**src/rtl/adc_bank_pkg.sv**
```systemverilog
package adc_bank_pkg;
  typedef enum logic [1:0] {
    ACC_NONE = 2'd0,
    ACC_RES  = 2'd1,
    ACC_CTL  = 2'd2
  } acc_kind_e;
endpackage

```
**src/rtl/adc_bank_decode.sv**
```systemverilog
module adc_bank_decode
  import adc_bank_pkg::*;
#(
  parameter int N_SLOTS = 16,
  parameter int ADDR_W  = 9,
  parameter logic [ADDR_W-1:0] RES_BASE = 9'h140,
  parameter logic [ADDR_W-1:0] CTL_BASE = 9'h100,
  localparam int SLOT_W = $clog2(N_SLOTS)
) (
  input  logic              bus_sel,
  input  logic [ADDR_W-1:0] bus_addr,
  output acc_kind_e         acc_kind,
  output logic [SLOT_W-1:0] acc_idx
);
  localparam logic [ADDR_W-1:0] SPAN = ADDR_W'(2 * N_SLOTS);

  logic [ADDR_W-1:0] res_off;
  logic [ADDR_W-1:0] ctl_off;
  logic              res_in;
  logic              ctl_in;

  always_comb begin
    res_off = bus_addr - RES_BASE;
    ctl_off = bus_addr - CTL_BASE;
    res_in  = (bus_addr >= RES_BASE) && (res_off < SPAN) && !bus_addr[0];
    ctl_in  = (bus_addr >= CTL_BASE) && (ctl_off < SPAN) && !bus_addr[0];
  end

  always_comb begin
    acc_kind = ACC_NONE;
    acc_idx  = '0;
    if (bus_sel && res_in) begin
      acc_kind = ACC_RES;
      acc_idx  = res_off[SLOT_W:1];
    end else if (bus_sel && ctl_in) begin
      acc_kind = ACC_CTL;
      acc_idx  = ctl_off[SLOT_W:1];
    end
  end
endmodule

```
**src/rtl/adc_bank_slot.sv**
```systemverilog
module adc_bank_slot #(
  parameter int RES_W = 12,
  parameter int CTL_W = 8
) (
  input  logic             clk,
  input  logic             rst_n,
  input  logic             conv_en,
  input  logic             cv_hit,
  input  logic [RES_W-1:0] cv_data,
  input  logic             bus_res_hit,
  input  logic             bus_ctl_hit,
  input  logic             bus_wr,
  input  logic [RES_W-1:0] wdata_res,
  input  logic [CTL_W-1:0] wdata_ctl,
  output logic [RES_W-1:0] res_q,
  output logic [CTL_W-1:0] ctl_q,
  output logic             flag_q,
  output logic             ovf_evt
);
  logic [RES_W-1:0] res_d;
  logic [CTL_W-1:0] ctl_d;
  logic             flag_d;
  logic             res_en;
  logic             ctl_en;
  logic             flag_en;

  // converter has priority over the bus on the result and flag
  always_comb begin
    res_en  = cv_hit || (bus_res_hit && bus_wr);
    res_d   = cv_hit ? cv_data : wdata_res;
    flag_en = cv_hit || bus_res_hit;
    flag_d  = cv_hit;
    ctl_en  = bus_ctl_hit && bus_wr && !conv_en;
    ctl_d   = wdata_ctl;
    ovf_evt = cv_hit && flag_q && !bus_res_hit;
  end

  always_ff @(posedge clk or negedge rst_n) begin
    if (!rst_n) begin
      res_q  <= '0;
      ctl_q  <= '0;
      flag_q <= 1'b0;
    end else begin
      if (res_en)  res_q  <= res_d;
      if (ctl_en)  ctl_q  <= ctl_d;
      if (flag_en) flag_q <= flag_d;
    end
  end

  assert_cv_store_R2: assert property (@(posedge clk) disable iff (!rst_n)
    cv_hit |=> (flag_q && res_q == $past(cv_data)));

  assert_flag_clear_R3: assert property (@(posedge clk) disable iff (!rst_n)
    (bus_res_hit && !cv_hit) |=> !flag_q);

  assert_bus_store_R4: assert property (@(posedge clk) disable iff (!rst_n)
    (bus_res_hit && bus_wr && !cv_hit) |=> (res_q == $past(wdata_res)));

  assert_collision_R5: assert property (@(posedge clk) disable iff (!rst_n)
    (cv_hit && bus_res_hit && bus_wr) |=> (flag_q && res_q == $past(cv_data)));

  assert_ctl_lock_R8: assert property (@(posedge clk) disable iff (!rst_n)
    (conv_en && bus_ctl_hit && bus_wr) |=> $stable(ctl_q));
endmodule

```
**src/rtl/adc_bank_readmux.sv**
```systemverilog
module adc_bank_readmux
  import adc_bank_pkg::*;
#(
  parameter int N_SLOTS = 16,
  parameter int RES_W   = 12,
  parameter int CTL_W   = 8,
  parameter int DATA_W  = 16,
  localparam int SLOT_W = $clog2(N_SLOTS)
) (
  input  logic                          clk,
  input  logic                          rst_n,
  input  logic                          rd_en,
  input  acc_kind_e                     acc_kind,
  input  logic [SLOT_W-1:0]             acc_idx,
  input  logic [N_SLOTS-1:0][RES_W-1:0] res_all,
  input  logic [N_SLOTS-1:0][CTL_W-1:0] ctl_all,
  output logic [DATA_W-1:0]             rdata_q
);
  logic [DATA_W-1:0] rdata_d;

  always_comb begin
    case (acc_kind)
      ACC_RES: rdata_d = DATA_W'(res_all[acc_idx]);
      ACC_CTL: rdata_d = DATA_W'(ctl_all[acc_idx]);
      default: rdata_d = '0;
    endcase
  end

  always_ff @(posedge clk or negedge rst_n) begin
    if (!rst_n) rdata_q <= '0;
    else if (rd_en) rdata_q <= rdata_d;
  end

  assert_top_zero_R1: assert property (@(posedge clk) disable iff (!rst_n)
    rdata_q[DATA_W-1:RES_W] == '0);

  assert_unmapped_R10: assert property (@(posedge clk) disable iff (!rst_n)
    (rd_en && acc_kind == ACC_NONE) |=> (rdata_q == '0));

  assert_hold_R10: assert property (@(posedge clk) disable iff (!rst_n)
    !rd_en |=> $stable(rdata_q));
endmodule

```
**src/rtl/adc_result_bank.sv**
```systemverilog
module adc_result_bank
  import adc_bank_pkg::*;
#(
  parameter int N_SLOTS = 16,
  parameter int RES_W   = 12,
  parameter int CTL_W   = 8,
  parameter int DATA_W  = 16,
  parameter int ADDR_W  = 9,
  parameter logic [ADDR_W-1:0] RES_BASE = 9'h140,
  parameter logic [ADDR_W-1:0] CTL_BASE = 9'h100,
  localparam int SLOT_W = $clog2(N_SLOTS)
) (
  input  logic               clk,
  input  logic               rst_n,
  input  logic               conv_en,
  input  logic               cv_we,
  input  logic [SLOT_W-1:0]  cv_slot,
  input  logic [RES_W-1:0]   cv_data,
  input  logic               bus_sel,
  input  logic               bus_wr,
  input  logic [ADDR_W-1:0]  bus_addr,
  input  logic [DATA_W-1:0]  bus_wdata,
  output logic [DATA_W-1:0]  bus_rdata,
  input  logic               ovf_clr,
  output logic [N_SLOTS-1:0] slot_flag,
  output logic               ovf_flag,
  output logic [CTL_W-1:0]   conv_ctl
);
  acc_kind_e                     acc_kind;
  logic [SLOT_W-1:0]             acc_idx;
  logic [N_SLOTS-1:0][RES_W-1:0] res_all;
  logic [N_SLOTS-1:0][CTL_W-1:0] ctl_all;
  logic [N_SLOTS-1:0]            ovf_evt;
  logic                          ovf_d;
  logic                          ovf_en;
  logic                          rd_en;
  logic                          wdata_hi_unused;

  assign wdata_hi_unused = ^bus_wdata[DATA_W-1:RES_W];
  assign rd_en = bus_sel && !bus_wr;

  adc_bank_decode #(
    .N_SLOTS (N_SLOTS),
    .ADDR_W  (ADDR_W),
    .RES_BASE(RES_BASE),
    .CTL_BASE(CTL_BASE)
  ) u_decode (
    .bus_sel (bus_sel),
    .bus_addr(bus_addr),
    .acc_kind(acc_kind),
    .acc_idx (acc_idx)
  );

  for (genvar i = 0; i < N_SLOTS; i++) begin : g_slot
    logic cv_hit;
    logic res_hit;
    logic ctl_hit;
    assign cv_hit  = cv_we && (cv_slot == SLOT_W'(i));
    assign res_hit = (acc_kind == ACC_RES) && (acc_idx == SLOT_W'(i));
    assign ctl_hit = (acc_kind == ACC_CTL) && (acc_idx == SLOT_W'(i));

    adc_bank_slot #(
      .RES_W(RES_W),
      .CTL_W(CTL_W)
    ) u_slot (
      .clk        (clk),
      .rst_n      (rst_n),
      .conv_en    (conv_en),
      .cv_hit     (cv_hit),
      .cv_data    (cv_data),
      .bus_res_hit(res_hit),
      .bus_ctl_hit(ctl_hit),
      .bus_wr     (bus_wr),
      .wdata_res  (bus_wdata[RES_W-1:0]),
      .wdata_ctl  (bus_wdata[CTL_W-1:0]),
      .res_q      (res_all[i]),
      .ctl_q      (ctl_all[i]),
      .flag_q     (slot_flag[i]),
      .ovf_evt    (ovf_evt[i])
    );
  end

  adc_bank_readmux #(
    .N_SLOTS(N_SLOTS),
    .RES_W  (RES_W),
    .CTL_W  (CTL_W),
    .DATA_W (DATA_W)
  ) u_readmux (
    .clk     (clk),
    .rst_n   (rst_n),
    .rd_en   (rd_en),
    .acc_kind(acc_kind),
    .acc_idx (acc_idx),
    .res_all (res_all),
    .ctl_all (ctl_all),
    .rdata_q (bus_rdata)
  );

  assign conv_ctl = ctl_all[cv_slot];

  // a fresh overflow event wins over a simultaneous clear
  always_comb begin
    ovf_en = (|ovf_evt) || ovf_clr;
    ovf_d  = |ovf_evt;
  end

  always_ff @(posedge clk or negedge rst_n) begin
    if (!rst_n) ovf_flag <= 1'b0;
    else if (ovf_en) ovf_flag <= ovf_d;
  end

  assert_ovf_sticky_R6: assert property (@(posedge clk) disable iff (!rst_n)
    (ovf_flag && !ovf_clr) |=> ovf_flag);

  assert_ovf_set_R6: assert property (@(posedge clk) disable iff (!rst_n)
    (cv_we && slot_flag[cv_slot] && !(acc_kind == ACC_RES && acc_idx == cv_slot))
      |=> ovf_flag);

  assert_flag_onehot_write_R2: assert property (@(posedge clk) disable iff (!rst_n)
    !cv_we |=> ($countones(slot_flag & ~$past(slot_flag)) == 0));
endmodule

```
**config.mk**
```make
export PLATFORM = sky130hd
export DESIGN_NAME = adc_result_bank
export DESIGN_NICKNAME = d
export VERILOG_FILES = /design/src/rtl/adc_bank_pkg.sv /design/src/rtl/adc_bank_decode.sv /design/src/rtl/adc_bank_slot.sv /design/src/rtl/adc_bank_readmux.sv /design/src/rtl/adc_result_bank.sv
export SDC_FILE = /design/constraint.sdc
export NUM_CORES = 1
export LEC_CHECK = 0
export ABC_AREA = 1
export BUFFER_PORTS_ARGS = -buffer_cell sky130_fd_sc_hd__buf_4
export CAP_MARGIN = 20
export CORE_MARGIN = 2
export CORE_UTILIZATION = 55
export CTS_BUF_LIST = sky130_fd_sc_hd__clkbuf_4 sky130_fd_sc_hd__clkbuf_8
export CTS_CLUSTER_SIZE = 12
export DETAILED_ROUTE_END_ITERATION = 10
export MAX_ROUTING_LAYER = met4
export PLACE_DENSITY = 0.81
export SLEW_MARGIN = 20
export SYNTH_ARGS = -nofsm -noshare
export SYNTH_HDL_FRONTEND = slang
export SYNTH_SLANG_ARGS = --single-unit
```
**constraint.sdc**
```tcl
create_clock -name clk -period 2.8 [get_ports clk]
set_clock_uncertainty 0.2 [all_clocks]
set_input_delay 0.56 -clock clk [delete_from_list [all_inputs] [get_ports clk]]
set_output_delay 0.56 -clock clk [all_outputs]
set_load 0.02 [all_outputs]
```
Word level (Yosys, flattened, before mapping)
Cells that the tools add are included.
- bits in registers: 353
- bits in latches: 0
- memory bits (writable): 0
- ROM bits: 0
- logic and storage cells: 307
- memories: 0
- $add $sub $neg: 2
- $mul: 0
- divide/modulo/power cells: 0
- order comparisons: 6
- equal/unequal tests: 32
- shifts and indexed selects: 0
- multiplexer cells: 27
- bitwise gates (word level): 0
- reduce and logical (&&, ||, !) cells: 190
- operators by type and width (cell ; count):
    $mux W12 ; 17
    $logic_and A1 B1 Y1 ; 135
    $bmux W8 S4 ; 2
    $eq A4 B4 Y1 const B ; 16
    $bmux W12 S4 ; 1
    $logic_or A1 B1 Y1 ; 33
    $eq A4 B3 Y1 const B ; 8
    $pmux W12 S2 ; 1
    $logic_not A1 Y1 ; 19
    $ge A9 B9 Y1 const B ; 2
    $lt A9 B6 Y1 const B ; 2
    $sub A9 B9 Y9 const B ; 2
    $eq A4 B2 Y1 const B ; 4
    $mux W8 ; 2
    $reduce_or A16 Y1 ; 1
    $lt A4 B5 Y1 const B ; 2
    $eq A4 B1 Y1 const B ; 2
    $logic_not A4 Y1 ; 2
    $mux W4 ; 2
    $mux W2 ; 2
    $eq A2 B1 Y1 const B ; 1
    $eq A2 B2 Y1 const B ; 1

Logic depth before layout (Yosys ltp)
- depth in word-level cells: 13
- depth in mapped cells: 20
- gate-level depth less buffers: 18

Modules after synthesis
A second synthesis with hierarchy kept.
- cell total of the unflattened synthesis: 3585
- area, all modules: 22823.1 um2
- by module, submodules not included (module ; times used ; cells each ; area each (um2) ; seq. area each (um2)):
    adc_bank_slot ; 16 ; 132 ; 1022.2 ; 525.5
    adc_bank_readmux ; 1 ; 950 ; 4379.2 ; 300.3
    adc_result_bank ; 1 ; 495 ; 1933.1 ; 25.0
    adc_bank_decode ; 1 ; 28 ; 155.1 ; 0.0

Worst setup path before layout
Ideal clock, no wire load.
- kind: input port to flip-flop
- start: input bus_addr[6]
- end: register g_slot[15].u_slot.res_q[10]
- library setup time: 130 ps
- data arrival time: 2218 ps
- required time: 2470 ps
- slack: 252 ps
- stages: 12
- path buffers: 1
- path through: inv_1 > ha_1 > inv_1 > nor2_1 > nand3_2 > a21oi_4 > nand2_2 > nor2_1 > nand2_1 > o21ai_4 > buf_2 > a31oi_1
- longest elaborated chain between the ends: 11
- elaborated cells between the ends (all ways): 21
- classes of those cells: add/sub (2); order compare (4); eq/ne (2); mux (4); reduce/logical (9)
- RTL lines (item ; RTL line ; RTL):
    start: declaration ; adc_result_bank.sv:21 ; input logic [ADDR_W-1:0] bus_addr,
    $sub A9 B9 Y9 ; adc_bank_decode.sv:24 ; ctl_off = bus_addr - CTL_BASE;
    $lt A9 B6 Y1 ; adc_bank_decode.sv:26 ; ctl_in = (bus_addr >= CTL_BASE) && (ctl_off < SPAN) && !bus_addr[0];
    $logic_and A1 B1 Y1 (2 in a row) ; adc_bank_decode.sv:26 ;
    $logic_and A1 B1 Y1 ; adc_bank_decode.sv:35 ; end else if (bus_sel && ctl_in) begin
    $mux W4 or $mux W2 (tied branches) ; adc_bank_decode.sv:35 ;
    $mux W4 or $mux W2 (tied branches) ; adc_bank_decode.sv:32 ; if (bus_sel && res_in) begin
    $eq A4 B4 Y1 or $eq A2 B1 Y1 (tied branches) ; adc_result_bank.sv:59 ; assign res_hit = (acc_kind == ACC_RES) && (acc_idx == SLOT_W'(i));
    $logic_and A1 B1 Y1 * ; adc_result_bank.sv:59 ;
    $logic_and A1 B1 Y1 * ; adc_bank_slot.sv:29 ; res_en = cv_hit || (bus_res_hit && bus_wr);
    $logic_or A1 B1 Y1 * ; adc_bank_slot.sv:29 ;
    end signal: assignment ; adc_bank_slot.sv:44 ; if (res_en) res_q <= res_d;
    end: declaration ; adc_bank_slot.sv:15 ; output logic [RES_W-1:0] res_q,
Every way passes the cells marked *; elsewhere a longest branch is shown, timed or not.
A chain may end at the register's enable or synchronous reset.

Worst setup path after layout
- start: register g_slot[3].u_slot.ctl_q[4]
- end: output conv_ctl[4]
- longest elaborated chain between the ends: 2
- RTL lines (item ; RTL line ; RTL):
    start: declaration ; adc_bank_slot.sv:16 ; output logic [CTL_W-1:0] ctl_q,
    start signal: assignment ; adc_bank_slot.sv:45 ; if (ctl_en) ctl_q <= ctl_d;
    $bmux W8 S4 ; adc_result_bank.sv:99 ; assign conv_ctl = ctl_all[cv_slot];
    $mux W8 (implied by the code) ; adc_result_bank.sv:99 ;
    end: declaration ; adc_result_bank.sv:27 ; output logic [CTL_W-1:0] conv_ctl
Every way passes these cells. The select of a mux whose other input is x is not followed.

==> flow_summary.yaml <==
outcome:
  status: "finished, final reports clean"
route:
  ant_nets: 0
  drt-initial-drc-count: 2218
  routedWlPerCell_um: 21.1
  wl_um: 71200
  vias_per_cell: 6.06
  vias: 20400
  drc: 0
  first_pass_iters: 6
layout:
  area.growth.synth_to_final_pct: 18.1
  layout.nets: 2916
  drive_gt1_frac: 0.157
  antenna_cells: 0
  final_cells: 3372
  n_fill_cell: 3052
  final_common_cell: "nand2_1"
  layout_common_cells: "nand2_1 (742), dfrtp_1 (349), inv_1 (319), o21ai_0 (293), buf_4 (228)"
  multiInputGateArea_mm2: 0.00902
  ff_latch_area_mm2: 0.00873
floorplanning:
  fp.dieH_um: 195
  start_util: 0.554
  pin_count: 89
  die_w_um: 195
  dieArea_mm2: 0.0381
  row_count: 70
  core_area_mm2: 0.0363
critical_path:
  worstPathMaxFanout: 2
  critPathKind: "flop to output port"
  crit_cells: 5
  critical_path.top_delay_family: "compound AO/OA/AOI/OAI gates"
  endpoint_kind: "output port"
  worstPathRequired_ns: 2.04
  max_stage_delay_ns: 0.38
  critPathBufInv: 2
  cp-start-kind: "flop"
  crit_chain: "inv_1 -> o22ai_1 -> o21ai_0 -> nand4_1 -> buf_4"
  worstPathArrival_ns: 2.01
  reg2reg_depth: 8
  slowest_stage: "dfrtp_1"
power:
  ir_drop_uv: 379
  power.density_mw_per_mm2: 545
  p_leak_nw: 10.9
grt:
  grt_overflow_total: 0
  grt_util_all_layers: 0.389
  antenna_found_initial: 0
  grt_pass1_wl_um: 111000
  grt_max_degree: 63
  grt_pass1_vias: 20000
clock_tree:
  numCtsBuffers: 59
  cts_root_buffer: "clkbuf_8"
  cts.sinks: 349
  path_clk_slew_ns: 0.06
  cts_tree: "built"
  ctsLongestPathBuffers: 3
  clock_latency_ns: 0.68
  h-tree-depth: 2
  post_cts_buffers: 0
timing:
  period_minus_slack_ns: 2.77
  final-setup-viol-count: 0
  final.period_utilization: 0.989
  finalMaxSlewViolations: 0
  final-hold-violation-count: 0
  rsz0062_at_grt: "no"
  worstMarginPinSlew_ns: 0.686
  max_freq_ghz: 0.361
  hold_slack_ns: 0.0321
  maxSlewHeadroom: 0.542
  final.setup.worst_slack_ns: 0.0310
synthesis:
  yosys.area.top_type_share: 0.435
  synth_edf_count: 0
  ys_seq_elements: 349
  ys_types: 36
  yosys_most_used_dff: "dfrtp_1"
  synth_top_area_cell: "dfrtp_1"
  syn-instance-count: 2730
  ys_seq_area_frac: 0.435
  synth_area_leaders: "dfrtp_1 (43%), nand2_1 (14%), o21ai_0 (7.3%)"
  async_reset_ff_frac: 1.00
  yosys_warnings: 0
  syn_area_per_cell_um2: 7.36
  syn_area_mm2: 0.0201
min_path:
  hold_path_depth: 3
  hold_path.class: "input pin to flop"
place:
  numPortBuffers: 80
  placed_cells: 3266
  dpl.hpwl_um: 49900
  dp_slack_ns: -0.307
  globalplace.congestion: 0.995
job:
  drv_cap: 0
## metrics by stage
step	power, mW	cell area [um^2]	utilization	setup TNS [ns]
global placement	8.18	22500	0.620	-40.55
global route	13.5	23700	0.655	0
finish	12.9	23700	0.655	0
CTS	12.9	23700	0.654	0
floorplan	7.46	20100	-	0
detailed placement	8.29	22500	0.620	-46.65
## registers in the layout, summed over array words and instances, names as in the netlist
signal                count
ovf_flag                  1
u_readmux.rdata_q        12
g_slot.u_slot.ctl_q     128
g_slot.u_slot.res_q     192
g_slot.u_slot.flag_q     16
## layer usage
metal  vias to the layer above  share of wire  track usage  wire length [um]
met2                      1186           0.46        0.608             32800
li1                       9232              -            -                 -
met1                      9680           0.38        0.472             26900
met3                       330          0.085       0.0528              6010
met5                         -              0            -                 0
met4                         0          0.076        0.267              5440
## layout make-up
class                           instances  area share
Multi-Input combinational cell       1831       0.380
Sequential cell                       349       0.368
Timing Repair Buffer                  296       0.126
Inverter                              330      0.0522
Clock buffer                           87      0.0462
Tap cell                              468      0.0247
Clock inverter                         11     0.00274
## tightest hold or removal path: stages
cell and delay, ns:
buf_4 0.16, nand2_1 0.07, a31oi_1 0.07
## synthesized netlist by cell type (39+ instances only)
master	count
a31oi_1	43
buf_2	50
buf_4	39
clkbuf_1	113
dfrtp_1	349
inv_1	320
nand2_1	744
nand3_1	79
nand4_1	93
nor2_1	213
o211ai_1	150
o21ai_0	294
o21ai_1	55
o22ai_1	57
## what timing repair did
action | 4_1_cts | 5_1_grt
hold buffers | 8 | 0
hold endpoints to repair | 57 | 0
gates resized for setup | 0 | 7
setup endpoints to repair | 0 | 3
## final timing paths
| kind | from | to | slack, ns |
|---|---|---|---|
| max reg2reg | g_slot[1].u_slot.res_q[0]$_DFFE_PN0P_ | u_readmux.rdata_q[0]$_DFFE_PN0P_ | 1.03 |
| max | g_slot[3].u_slot.ctl_q[4]$_DFFE_PN0P_ | conv_ctl[4] | 0.03 |
| max in group asynchronous | rst_n | g_slot[5].u_slot.ctl_q[5]$_DFFE_PN0P_ | 1.41 |
| min in group asynchronous | rst_n | g_slot[10].u_slot.res_q[4]$_DFFE_PN0P_ | 0.23 |
| min reg2reg | g_slot[8].u_slot.ctl_q[5]$_DFFE_PN0P_ | g_slot[8].u_slot.ctl_q[5]$_DFFE_PN0P_ | 0.28 |
| min | cv_data[11] | g_slot[6].u_slot.res_q[11]$_DFFE_PN0P_ | 0.03 |
## cells by family (layout without fill, tap and decap cells)
family,Yosys count,in the layout,synth area share
other,1,4,0.000187
AND/OR/NAND/NOR,1166,1166,0.246
flip-flops,349,349,0.435
adder cells (fa/ha/maj),1,1,0.000623
AO/OA/AOI/OAI,660,660,0.200
buffers and inverters,553,724,0.118
## report_power, final
part | leakage [nW] | internal (mW) | switching, mW
logic | 5.91 | 0.750 | 1.46
clock network | 0.624 | 2.48 | 2.17
registers | 4.40 | 5.77 | 0.289
(Power assumes the default switching activity.)
